File: config.mk
export PLATFORM = sky130hd
export DESIGN_NAME = radio_cal_store
export DESIGN_NICKNAME = d
export VERILOG_FILES = /design/src/rtl/cal_store_pkg.sv /design/src/rtl/cal_rst_sync.sv /design/src/rtl/cal_chain_tbl.sv /design/src/rtl/cal_restore_seq.sv /design/src/rtl/radio_cal_store.sv
export SDC_FILE = /design/constraint.sdc
export NUM_CORES = 1
export LEC_CHECK = 0
export CORE_ASPECT_RATIO = 0.7
export CORE_MARGIN = 1
export CORE_UTILIZATION = 61
export DETAILED_ROUTE_END_ITERATION = 7
export PLACE_DENSITY = 0.8
export REMOVE_ABC_BUFFERS = 1
export SLEW_MARGIN = 40
export SYNTH_ARGS = -nofsm -noshare
export SYNTH_HDL_FRONTEND = slang
export SYNTH_SLANG_ARGS = --single-unit
File: constraint.sdc
create_clock -name clk -period 21.3 [get_ports clk]
set_clock_uncertainty 0.2 [all_clocks]
set_input_delay 4.26 -clock clk [delete_from_list [all_inputs] [get_ports clk]]
set_output_delay 4.26 -clock clk [all_outputs]
set_load 0.02 [all_outputs]
File: src/rtl/cal_store_pkg.sv
package cal_store_pkg;
  localparam int unsigned ENTRIES = 6;
  localparam int unsigned IDX_W   = $clog2(ENTRIES + 2);

  localparam int unsigned CTRL_EN_BIT   = 0;
  localparam int unsigned CTRL_GO_BIT   = 1;
  localparam int unsigned CTRL_MASK_LSB = 2;

  typedef struct packed {
    logic             acc;
    logic             wr;
    logic [IDX_W-1:0] idx;
  } cmd_t;

  localparam int unsigned CMD_W = $bits(cmd_t);
endpackage

File: src/rtl/cal_rst_sync.sv
module cal_rst_sync (
  input  logic clk,
  input  logic rst_n_in,
  output logic rst_n_out
);
  logic [1:0] sync_q;

  always_ff @(posedge clk or negedge rst_n_in) begin
    if (!rst_n_in) sync_q <= 2'b00;
    else           sync_q <= {sync_q[0], 1'b1};
  end

  assign rst_n_out = sync_q[1];
endmodule

File: src/rtl/cal_chain_tbl.sv
module cal_chain_tbl
  import cal_store_pkg::*;
#(
  parameter int unsigned WORD_W = 28
) (
  input  logic              clk,
  input  logic              rst_n,
  input  logic              enable,
  input  logic              data_we,
  input  logic [WORD_W-1:0] data_wd,
  input  logic              cmd_we,
  input  cmd_t              cmd_wd,
  input  logic [IDX_W-1:0]  rs_idx,
  output logic [WORD_W-1:0] data_q,
  output cmd_t              cmd_q,
  output logic [WORD_W-1:0] rs_word
);
  logic [WORD_W-1:0] mem_q [ENTRIES];
  logic [WORD_W-1:0] data_d;
  cmd_t              cmd_d;
  logic              stage_q, stage_d;
  logic              mem_we;
  logic              idx_ok, rs_ok;
  logic [IDX_W-1:0]  idx_safe, rs_safe;

  assign idx_ok   = cmd_q.idx < IDX_W'(ENTRIES);
  assign idx_safe = idx_ok ? cmd_q.idx : '0;
  assign rs_ok    = rs_idx < IDX_W'(ENTRIES);
  assign rs_safe  = rs_ok ? rs_idx : '0;
  assign rs_word  = rs_ok ? mem_q[rs_safe] : '0;

  always_comb begin
    data_d  = data_q;
    cmd_d   = cmd_q;
    stage_d = stage_q;
    mem_we  = 1'b0;
    if (data_we) data_d = data_wd;
    if (cmd_q.acc) begin
      if (!enable) begin
        cmd_d.acc = 1'b0;
        stage_d   = 1'b0;
      end else if (!stage_q) begin
        stage_d = 1'b1;
      end else begin
        stage_d   = 1'b0;
        cmd_d.acc = 1'b0;
        if (cmd_q.wr) mem_we = idx_ok;
        else          data_d = idx_ok ? mem_q[idx_safe] : '0;
      end
    end else if (cmd_we) begin
      cmd_d = cmd_wd;
    end
  end

  always_ff @(posedge clk or negedge rst_n) begin
    if (!rst_n) begin
      data_q  <= '0;
      cmd_q   <= '0;
      stage_q <= 1'b0;
    end else begin
      data_q  <= data_d;
      cmd_q   <= cmd_d;
      stage_q <= stage_d;
    end
  end

  always_ff @(posedge clk or negedge rst_n) begin
    if (!rst_n) begin
      for (int i = 0; i < ENTRIES; i++) mem_q[i] <= '0;
    end else if (mem_we) begin
      mem_q[idx_safe] <= data_q;
    end
  end


  acc_latency_chk: assert property (@(posedge clk) disable iff (!rst_n)
    (cmd_q.acc && stage_q) |=> !cmd_q.acc);


  acc_disabled_chk: assert property (@(posedge clk) disable iff (!rst_n)
    (cmd_q.acc && !enable) |=> !cmd_q.acc);


  hole_read_zero_chk: assert property (@(posedge clk) disable iff (!rst_n)
    (cmd_q.acc && stage_q && enable && !cmd_q.wr && !idx_ok) |=> (data_q == '0));


  busy_cmd_hold_chk: assert property (@(posedge clk) disable iff (!rst_n)
    (cmd_q.acc && !stage_q && enable) |=> ($stable(cmd_q.idx) && $stable(cmd_q.wr)));
endmodule

File: src/rtl/cal_restore_seq.sv
module cal_restore_seq
  import cal_store_pkg::*;
(
  input  logic               clk,
  input  logic               rst_n,
  input  logic               enable,
  input  logic               start,
  input  logic [ENTRIES-1:0] mask,
  output logic               busy_q,
  output logic               out_valid_q,
  output logic [IDX_W-1:0]   out_idx_q
);
  logic [ENTRIES-1:0] remain_q, remain_d, remain_clr;
  logic               busy_d, valid_d;
  logic [IDX_W-1:0]   idx_d, pick;

  always_comb begin
    pick = '0;
    for (int i = ENTRIES - 1; i >= 0; i--) begin
      if (remain_q[i]) pick = IDX_W'(i);
    end
  end

  assign remain_clr = remain_q & (remain_q - 1'b1);

  always_comb begin
    busy_d   = busy_q;
    remain_d = remain_q;
    valid_d  = 1'b0;
    idx_d    = out_idx_q;
    if (!busy_q) begin
      if (start) begin
        busy_d   = 1'b1;
        remain_d = mask;
      end
    end else if (!enable) begin
      busy_d   = 1'b0;
      remain_d = '0;
    end else if (remain_q == '0) begin
      busy_d = 1'b0;
    end else begin
      valid_d  = 1'b1;
      idx_d    = pick;
      remain_d = remain_clr;
      if (remain_clr == '0) busy_d = 1'b0;
    end
  end

  always_ff @(posedge clk or negedge rst_n) begin
    if (!rst_n) begin
      busy_q      <= 1'b0;
      remain_q    <= '0;
      out_valid_q <= 1'b0;
      out_idx_q   <= '0;
    end else begin
      busy_q      <= busy_d;
      remain_q    <= remain_d;
      out_valid_q <= valid_d;
      out_idx_q   <= idx_d;
    end
  end


  replay_from_busy_chk: assert property (@(posedge clk) disable iff (!rst_n)
    out_valid_q |-> $past(busy_q));


  replay_ascending_chk: assert property (@(posedge clk) disable iff (!rst_n)
    (out_valid_q && $past(out_valid_q)) |-> (out_idx_q > $past(out_idx_q)));


  replay_disabled_chk: assert property (@(posedge clk) disable iff (!rst_n)
    !enable |=> !out_valid_q);
endmodule

File: src/rtl/radio_cal_store.sv
module radio_cal_store
  import cal_store_pkg::*;
#(
  parameter int unsigned NCHAIN = 3,
  parameter int unsigned WORD_W = 28,
  parameter int unsigned BUS_W  = 32,
  parameter int unsigned REG_AW = $clog2(2 * NCHAIN + 1)
) (
  input  logic                      clk,
  input  logic                      rst_n,
  input  logic                      bus_we,
  input  logic [REG_AW-1:0]         bus_addr,
  input  logic [BUS_W-1:0]          bus_wdata,
  output logic [BUS_W-1:0]          bus_rdata,
  output logic [NCHAIN-1:0]         rs_valid,
  output logic [NCHAIN*IDX_W-1:0]   rs_idx,
  output logic [NCHAIN*WORD_W-1:0]  rs_data
);
  logic               rst_sync_n;
  logic               en_q, en_d;
  logic [ENTRIES-1:0] mask_q, mask_d;
  logic               ctrl_we, start;
  logic               busy, out_valid;
  logic [IDX_W-1:0]   out_idx;
  logic               unused_hi;

  logic [WORD_W-1:0]  ch_data [NCHAIN];
  cmd_t               ch_cmd  [NCHAIN];
  logic [WORD_W-1:0]  ch_word [NCHAIN];

  assign unused_hi = ^bus_wdata[BUS_W-1:WORD_W];

  cal_rst_sync u_rst (
    .clk       (clk),
    .rst_n_in  (rst_n),
    .rst_n_out (rst_sync_n)
  );

  assign ctrl_we = bus_we && (bus_addr == '0);
  assign start   = ctrl_we && bus_wdata[CTRL_GO_BIT];

  always_comb begin
    en_d   = en_q;
    mask_d = mask_q;
    if (ctrl_we) begin
      en_d   = bus_wdata[CTRL_EN_BIT];
      mask_d = bus_wdata[CTRL_MASK_LSB +: ENTRIES];
    end
  end

  always_ff @(posedge clk or negedge rst_sync_n) begin
    if (!rst_sync_n) begin
      en_q   <= 1'b0;
      mask_q <= '1;
    end else begin
      en_q   <= en_d;
      mask_q <= mask_d;
    end
  end

  cal_restore_seq u_seq (
    .clk         (clk),
    .rst_n       (rst_sync_n),
    .enable      (en_q),
    .start       (start),
    .mask        (bus_wdata[CTRL_MASK_LSB +: ENTRIES]),
    .busy_q      (busy),
    .out_valid_q (out_valid),
    .out_idx_q   (out_idx)
  );

  for (genvar c = 0; c < NCHAIN; c++) begin : g_chain
    logic data_we, cmd_we;
    assign data_we = bus_we && (bus_addr == REG_AW'(1 + 2 * c));
    assign cmd_we  = bus_we && (bus_addr == REG_AW'(2 + 2 * c));

    cal_chain_tbl #(.WORD_W(WORD_W)) u_tbl (
      .clk     (clk),
      .rst_n   (rst_sync_n),
      .enable  (en_q),
      .data_we (data_we),
      .data_wd (bus_wdata[WORD_W-1:0]),
      .cmd_we  (cmd_we),
      .cmd_wd  (cmd_t'(bus_wdata[CMD_W-1:0])),
      .rs_idx  (out_idx),
      .data_q  (ch_data[c]),
      .cmd_q   (ch_cmd[c]),
      .rs_word (ch_word[c])
    );

    assign rs_valid[c]                   = out_valid;
    assign rs_idx[c*IDX_W +: IDX_W]      = out_idx;
    assign rs_data[c*WORD_W +: WORD_W]   = out_valid ? ch_word[c] : '0;
  end

  always_comb begin
    bus_rdata = '0;
    if (bus_addr == '0) begin
      bus_rdata[CTRL_EN_BIT]                = en_q;
      bus_rdata[CTRL_GO_BIT]                = busy;
      bus_rdata[CTRL_MASK_LSB +: ENTRIES]   = mask_q;
    end
    for (int c = 0; c < NCHAIN; c++) begin
      if (bus_addr == REG_AW'(1 + 2 * c)) bus_rdata[WORD_W-1:0] = ch_data[c];
      if (bus_addr == REG_AW'(2 + 2 * c)) bus_rdata[CMD_W-1:0]  = ch_cmd[c];
    end
  end


  replay_flag_ends_chk: assert property (@(posedge clk) disable iff (!rst_sync_n)
    (out_valid && !busy) |=> !out_valid);
endmodule

# ---- Word level (Yosys, flattened, before mapping)
# Cells that the tools add are included.
dict set report classes {
  addsub 1
  n_lt_le_gt_ge 11
  eq_ne 7
  muxes 104
  bitwise_logic 9
  n_reduce_logical 20
}
# cell count
set ops {}
lappend ops {{2-to-1 mux 28 bit} 42}
lappend ops {{binary-select mux 28 bit (select 3 bit)} 6}
lappend ops {{bitwise mux 168 bit} 3}
lappend ops {{demux 28 bit (select 3 bit)} 3}
lappend ops {{2-to-1 mux 3 bit} 10}
lappend ops {{2-to-1 mux 5 bit} 6}
lappend ops {{2-to-1 mux 1 bit} 29}
lappend ops {{2-to-1 mux 6 bit} 4}
lappend ops {{greater-or-equal comparator 4 bit, second input constant} 4}
lappend ops {{NOT 3 -> 4 bit} 4}
lappend ops {{logical NOT 6 bit} 2}
lappend ops {{less-than comparator 3 bit, second input constant} 4}
lappend ops {{less-than comparator 4 x 1 -> 1 bit, second input constant} 3}
lappend ops {{logical AND 1 bit} 11}
lappend ops {{== test 3 bit, second input constant} 3}
lappend ops {{2-to-1 mux 8 bit} 1}
lappend ops {{AND reduction 2 bit} 4}
lappend ops {{AND 6 bit} 1}
lappend ops {{== test 3 x 2 -> 1 bit, second input constant} 2}
lappend ops {{subtractor 6 x 1 -> 6 bit, second input constant} 1}
lappend ops {{NOT 1 bit} 4}
lappend ops {{== test 3 x 1 -> 1 bit, second input constant} 1}
lappend ops {{logical NOT 3 bit} 1}
lappend ops {{inequality test 3 bit, second input constant} 1}
lappend ops {{2 further kinds} 2}
dict set report totals {
  ff_bits 626
  inputBits 38
  output_inout_bits 128
  wordCells 192
}

# ---- Depth between registers and ports, before layout
# Gate-level depths: netlist of run 1.
dict set report depth {
  depth_word 11
  depth_mapped 8
  depth_no_buf 6
}

# ---- By module
# Synthesis of run 1 repeated with hierarchy kept, for this count alone.
dict set report hier_totals {
  hier_cells 2751
  area_unflattened_um2 34702.0
}
# mod n_inst cells_per_inst area_each_um2 seq_area_each_um2
set by_module_without_submodules {}
lappend by_module_without_submodules {{cal_chain_tbl at g_chain[2].u_tbl} 1 791 10810.4 5054.8}
lappend by_module_without_submodules {{cal_chain_tbl at g_chain[1].u_tbl} 1 815 10654.0 5054.8}
lappend by_module_without_submodules {{cal_chain_tbl at g_chain[0].u_tbl} 1 807 10577.6 5054.8}
lappend by_module_without_submodules {radio_cal_store 1 281 2062.0 182.7}
lappend by_module_without_submodules {cal_restore_seq 1 54 544.3 275.3}
lappend by_module_without_submodules {cal_rst_sync 1 3 53.8 50.0}

# ---- Worst setup path before layout of run 1
# No wires, ideal clock.
dict set report synth_path {
  kind {input-to-output}
  from {in bus_addr[2]}
  to {out bus_rdata[0]}
  arrival_time_ns 5.655
  required_ns 16.840
  slack_ns 11.185
  cell_stages 7
  n_path_buf 3
  cell_sequence {buf_2 > buf_2 > buf_2 > nor3_1 > a21oi_1 > nor2_1 > a221oi_1}
}
dict set report synth_between {
  elab_chain_len 8
  elab_cells_between_ends 14
  classes_between {eq/ne: 6; mux: 7; reduce/logical: 1}
}
# item line_no
set synth_rtl {}
lappend synth_rtl {{start: declaration} radio_cal_store.sv:12} ;# input logic [REG_AW-1:0] bus_addr,
lappend synth_rtl {{logical NOT 3 bit} radio_cal_store.sv:98} ;# if (bus_addr == '0) begin
lappend synth_rtl {{2-to-1 mux 8 bit} radio_cal_store.sv:98}
lappend synth_rtl {{2-to-1 mux 28 bit} radio_cal_store.sv:104} ;# if (bus_addr == REG_AW'(1 + 2 * c)) bus_rdata[WORD_W-1:0] = ch_data[c];
lappend synth_rtl {{2-to-1 mux 5 bit} radio_cal_store.sv:105} ;# if (bus_addr == REG_AW'(2 + 2 * c)) bus_rdata[CMD_W-1:0] = ch_cmd[c];
lappend synth_rtl {{2-to-1 mux 28 bit} radio_cal_store.sv:104}
lappend synth_rtl {{2-to-1 mux 5 bit} radio_cal_store.sv:105}
lappend synth_rtl {{2-to-1 mux 28 bit} radio_cal_store.sv:104}
lappend synth_rtl {{2-to-1 mux 5 bit (*)} radio_cal_store.sv:105}
lappend synth_rtl {{end: declaration} radio_cal_store.sv:14} ;# output logic [BUS_W-1:0] bus_rdata,
# Every way passes the cells marked *; elsewhere a longest branch is shown, timed or not.

# ---- Worst setup path in the final report of run 1
dict set report layout_path {
  from {in bus_addr[1]}
  to {out bus_rdata[23]}
}
dict set report layout_between {
  elab_chain_len 4
  elab_cells_between_ends 6
  classes_between {eq/ne: 3; mux: 3}
}
# item line_no
set layout_rtl {}
lappend layout_rtl {{== test 3 x 1 -> 1 bit} radio_cal_store.sv:104}
lappend layout_rtl {{2-to-1 mux 28 bit (2 in series)} radio_cal_store.sv:104}
lappend layout_rtl {{2-to-1 mux 28 bit (*)} radio_cal_store.sv:104}
# Marked as above.

==> results.txt, run 1 <==
clk sink count -> 626
Design Area, Final -> 0.0375 mm2
Routed WL -> 104000 um
Adder-Cell Fraction of Synth Area -> 0.00476
CTS tree -> yes
CP peak stage delay -> 670 ps
area delta synth->final -> 11.6%
largest net degree at the start of global routing -> 89
worst path cell trace -> clkdlybuf4s50_1, buf_4, nor2b_2, buf_4, nand2_1, o21ai_0, and2_1, clkdlybuf4s50_1
commonest cells after routing, fill and taps aside -> dfrtp_1, mux2_2, mux2i_1
initial antenna violation count -> 3
final core occ -> 0.694
Reg2Reg Depth -> 7
Worst-Skew Late Latency -> 640 ps
Yosys cell types -> 70
status -> complete, no violations
final setup vio count -> 0
share of cells above drive strength 1 -> 0.276
crit share post-route -> 0.550
post-synthesis simple-gate area fraction -> 0.0569
CTS Buf Count -> 57
CTS Root Buffer Type -> clkbuf_16
via count of the first global-routing pass -> 25600
Wirelength per Cell -> 28.9 um
Placed Cells -> 3474
Mapped Cells -> 2748
Reg-to-Reg End -> g_chain[1].u_tbl.data_q[7]
Max-Cap Viols -> 0
CP endpoint kind -> primary output
Compound-Gate Fraction of Synth Area -> 0.0942
Post-Place Setup Slack -> 9740 ps
RSZ-0062 raised after global routing -> no
ANT nets after route -> 0
Via Count -> 24900
dpl hpwl -> 63800 um
Initial Utilization -> 0.621
Hold Vio Cnt, Final -> 0
Crit Path Max Fanout -> 36
worst hold path type -> flip-flop to asynchronous set/reset pin
final worst slack -> 9590 ps
number of synthesized flops with an enable pin -> 0
post-synthesis register bit count -> 626
Die W -> 283 um
die area -> 0.0561 mm2
# nets final -> 2853
FF+latch area -> 0.0157 mm2
Cell Count, Final, Fillers Out -> 3581
Max clock buf depth -> 3
Pre-Repair DR Iteration Count -> 6
ys flop type -> dfrtp_1
DR DRC count -> 0
commonest non-fill, non-tap cell in the layout -> dfrtp_1
grt total ovfl -> 0
cts repair resizes -> 0
Placeable Area -> 0.0541 mm2
crit path DAT -> 7250 ps
flop2flop setup slack -> 17770 ps
FMAX -> 0.0854 GHz
first-pass GRT wire length -> 157000 um
post-synthesis mux area share -> 0.339
IO Pins -> 166
# port buffers -> 157
post-synthesis sequential area ratio -> 0.466
All-Layer GR Usage -> 0.375
power per cell area -> 87.5 mW/mm2
Die Ht -> 198 um
GPL Wtd Cong -> 0.895
VDD IR-drop max -> 72.8 uV
startpoint type of the worst setup path -> primary input
area share of xor/xnor cells in the synthesized design -> 0
n_diodes -> 0
Rel. slew slack -> 0.479
std cell rows -> 71
slew at the pin closest to its max-slew limit -> 782 ps
Setup Buffers After CTS -> 0
cts hold-fix bufs -> 0
Yosys warning total -> 0
Multi-input gate area -> 0.0168 mm2
largest family of logic cells by synthesized area -> multiplexers
min Tclk post-route -> 11710 ps
Critical-path top delay cell -> nor2b_2
Reg-to-Reg Start -> g_chain[1].u_tbl.cmd_q[1]
initial DRC count -> 2852
crit path kind -> primary input to primary output
Placed Area -> 0.0357 mm2
vias per cell -> 6.94
setup tns final -> 0 ps
Pins Over Slew Limit -> 0
fillers -> 3749
synthesized area per cell -> 12.2 um2
FFs w/ async S/R, synth -> 1.00
Leak Pwr -> 0.0173 uW
cell area after synthesis -> 0.0336 mm2
CTS clk-pin slew, worst paths -> 60 ps
H-tree depth -> 2
critical path required time -> 16840 ps
## worst max path at each step
| stage | from | endpoint | slack [ps] | depth (start not counted) |
|---|---|---|---|---|
| after global placement | bus_addr[1] | bus_rdata[20] | 9740 | 8 |
| final | bus_addr[1] | bus_rdata[23] | 9590 | 8 |
| after floorplan | u_rst.sync_q[1] | en_q | 2370 | 0 |
| after global routing | bus_addr[1] | bus_rdata[10] | 9560 | 8 |
| after detailed placement | bus_addr[1] | bus_rdata[23] | 9740 | 8 |
| after CTS | bus_addr[1] | bus_rdata[23] | 9670 | 8 |
## cells in the mapped netlist (all sizes together), types with 2 or more instances
master | instances | area, um2
a21bo | 2 | 20.0
a21boi | 2 | 15.0
a21o | 27 | 203
a21oi | 69 | 345
a221o | 33 | 330
a221oi | 14 | 123
a222oi | 2 | 20.0
a22o | 5 | 43.8
a22oi | 2 | 15.0
a2bb2oi | 28 | 245
and2 | 55 | 344
and4b | 4 | 40.0
and4bb | 2 | 25.0
buf | 134 | 795
clkbuf | 84 | 315
conb | 2 | 7.51
dfrtp | 620 | 15500
dfstp | 6 | 158
ha | 12 | 150
inv | 48 | 180
mux2 | 545 | 6140
mux2i | 387 | 3870
mux4 | 62 | 1400
nand2 | 233 | 957
nand2b | 14 | 87.6
nand3 | 4 | 20.0
nand3b | 2 | 15.0
nand4b | 3 | 47.5
nor2 | 18 | 67.6
nor2b | 11 | 68.8
nor3 | 11 | 82.6
nor3b | 3 | 38.8
nor4 | 2 | 12.5
nor4b | 2 | 38.8
o21a | 40 | 300
o21ai | 80 | 400
o22ai | 153 | 957
o311ai | 2 | 17.5
o31ai | 2 | 15.0
o32ai | 6 | 52.6
or2 | 3 | 18.8
## cells by family after synthesis
family	Yosys count
muxes	994
DFF	626
AOI/OAI and AO/OA	474
and+or+nand+nor	373
buffers and inverters	266
adders and majority gates	13
other	2
## where the power goes
group          internal (uW)  leakage [uW]  switching (uW)
registers               1270       0.00849             166
logic                    296       0.00792             519
clock network            568      0.000911             465
## worst max-delay path, delay by kind of cell
family,cells,cell delay (ps)
compound gates,1,100
simple gates,3,940
buf+inv,4,1930
## routing by layer
metal  part of all wire  GRT usage  routed length (um)  up-vias
met5            0.00047          0                  49        -
met2               0.44      0.554               45600     1506
met1               0.40      0.527               41600    12700
met4              0.048      0.178                5010        4
met3               0.11     0.0857               11300      332
li1                   -          -                   -    10300
## layout make-up
cell class              instances  share of cell area
multi-input cells            1859               0.447
clock buffers                  90              0.0451
repair buffers                211              0.0567
well taps                     730              0.0243
inverters                      48             0.00480
clock inverters                17             0.00370
flip-flops and latches        626               0.418
## state kept, by name (all words and copies together) (netlist names)
register               count
mask_q                     6
g_chain.u_tbl.mem_q      504
u_seq.busy_q               1
g_chain.u_tbl.data_q      84
g_chain.u_tbl.stage_q      3
u_seq.out_idx_q            3
en_q                       1
g_chain.u_tbl.cmd_q       15
u_seq.remain_q             6
u_rst.sync_q               2
u_seq.out_valid_q          1
## metrics by stage
step | total power [uW] | hold slack (ps)
2_1_floorplan | 1950 | 131
3_3_place_gp | 2200 | 138
3_5_place_dp | 2230 | 87.7
4_1_cts | 3260 | 96.1
5_1_grt | 3370 | 123
6_report | 3280 | 75.6
Power figures use the tool's default switching activity.
==> run 2: changes to the inputs <==
==> constraint.sdc (replaced) <==
create_clock -name clk -period 11.7 [get_ports clk]
set_clock_uncertainty 0.2 [all_clocks]
set_input_delay 2.34 -clock clk [delete_from_list [all_inputs] [get_ports clk]]
set_output_delay 2.34 -clock clk [all_outputs]
set_load 0.02 [all_outputs]
==> run 2 against run 1 <==
Effect of this change: global-route usage shrank 0.36 points; sequential power up 84%; power up 86%; flip-flop and latch count unchanged; sequential share of layout area fell by 0.14 points; critical endpoint is now bus_rdata[20]; largest cell class unchanged; largest power group unchanged.
==> results.txt, run 2 (synthesis results as in run 1) <==
Placeable Area -> 0.0541 mm2
std cell rows -> 71
net switching power figure -> 2100 uW
min Tclk post-route -> 7880 ps
crit share post-route -> 0.674
Clock Power Share -> 0.331
n_diodes -> 0
Hold Slack -> 41.1 ps
final setup vio count -> 0
Largest regs -> g_chain.u_tbl.mem_q (504), g_chain.u_tbl.data_q (84), g_chain.u_tbl.cmd_q (15)
Pre-Repair DR Iteration Count -> 5
grt total ovfl -> 0
worst hold path type -> flip-flop to asynchronous set/reset pin
CP peak stage delay -> 670 ps
critical path required time -> 9160 ps
commonest cells after routing, fill and taps aside -> dfrtp_1, mux2_2, mux2i_1
FMAX -> 0.127 GHz
Die Ht -> 198 um
clk sink count -> 626
Hold Vio Cnt, Final -> 0
Post-Place Setup Slack -> 3960 ps
Placed Cells -> 3470
Max clock buf depth -> 3
share of cells above drive strength 1 -> 0.278
power per cell area -> 162 mW/mm2
Pins Over Slew Limit -> 0
Max-Cap Viols -> 0
crit path kind -> primary input to primary output
Rel. slew slack -> 0.420
status -> complete, no violations
Reg with most FFs -> g_chain.u_tbl.mem_q
VDD IR-drop max -> 173 uV
setup tns final -> 0 ps
share of power burned in registers -> 0.431
Leak Pwr -> 0.0174 uW
Initial Utilization -> 0.621
IO Pins -> 166
# nets final -> 2853
crit path DAT -> 5340 ps
area delta synth->final -> 12.0%
H-tree depth -> 2
initial DRC count -> 2660
RSZ-0062 raised after global routing -> no
CTS tree -> yes
CTS clk-pin slew, worst paths -> 60 ps
# port buffers -> 157
ANT nets after route -> 0
dpl hpwl -> 63100 um
GPL Wtd Cong -> 0.921
via count of the first global-routing pass -> 25400
vias per cell -> 6.93
Die W -> 283 um
CTS Buf Count -> 59
largest net degree at the start of global routing -> 169
Worst-Skew Late Latency -> 640 ps
cts hold-fix bufs -> 0
flop2flop setup slack -> 8350 ps
Cell Count, Final, Fillers Out -> 3580
slew at the pin closest to its max-slew limit -> 871 ps
final worst slack -> 3820 ps
first-pass GRT wire length -> 155000 um
All-Layer GR Usage -> 0.371
Crit Path Max Fanout -> 36
Setup Buffers After CTS -> 0
cts repair resizes -> 0
startpoint type of the worst setup path -> primary input
final core occ -> 0.696
CTS Root Buffer Type -> clkbuf_16
max FFs per register -> 504
internal power -> 4000 uW
Via Count -> 24800
sw frac -> 0.344
Critical-path top delay cell -> nor2b_2
CP endpoint kind -> primary output
Routed WL -> 103000 um
Logic pwr share -> 0.238
initial antenna violation count -> 1
Wirelength per Cell -> 28.7 um
DR DRC count -> 0
die area -> 0.0561 mm2
worst path cell trace -> clkdlybuf4s50_1, buf_4, nor2b_2, buf_4, nand2_1, o21ai_0, and2_1, clkdlybuf4s50_1
commonest non-fill, non-tap cell in the layout -> dfrtp_1
[run 2: cell type report]
type / count / area, um2
flip-flops and latches: 626 / 15700
clock inverters: 17 / 241
clock buffers: 91 / 1760
fillers: 3680 / 16500
repair buffers: 209 / 2090
multi-input cells: 1859 / 16800
well taps: 730 / 913
inverters: 48 / 180
[run 2: critical path, delay by kind of cell]
kind                   cells  cell delay (ps)
buffers and inverters      4             1890
and+or+nand+nor            3              960
AOI/OAI and AO/OA          1               90
[run 2: path summary, 6_finish.rpt]
path,start,end,cells past startpoint
setup / recovery,bus_addr[1],bus_rdata[20],8
hold / removal,u_rst.sync_q[1],g_chain[0].u_tbl.mem_q[78],0
setup reg to reg,g_chain[1].u_tbl.cmd_q[1],g_chain[1].u_tbl.data_q[21],6
hold reg to reg,u_rst.sync_q[1],g_chain[0].u_tbl.mem_q[78],0
max in group asynchronous,u_rst.sync_q[1],u_seq.out_idx_q[2],3
min in group clk,u_rst.sync_q[0],u_rst.sync_q[1],0
[run 2: power groups by stage]
| stage | registers (uW) | logic, uW | clock network [uW] |
|---|---|---|---|
| 2_1_floorplan | 2650 | 905 | 0 |
| 3_3_place_gp | 2640 | 1360 | 0 |
| 3_5_place_dp | 2660 | 1400 | 0 |
| 4_1_cts | 2620 | 1410 | 2030 |
| 5_1_grt | 2650 | 1500 | 2120 |
| 6_report | 2630 | 1450 | 2020 |
[run 2: layer usage]
layer	GRT usage	part of all wire	vias up
met4	0.155	0.042	2
met1	0.512	0.40	12800
met2	0.566	0.45	1473
met5	0	0.00013	-
li1	-	-	10300
met3	0.0881	0.11	301
[run 2: stage by stage]
stage | cell area [um2] | power [uW]
final | 37600 | 6100
after global routing | 37600 | 6260
after CTS | 37600 | 6050
after detailed placement | 35600 | 4060
after global placement | 35400 | 4000
after floorplan | 32500 | 3550
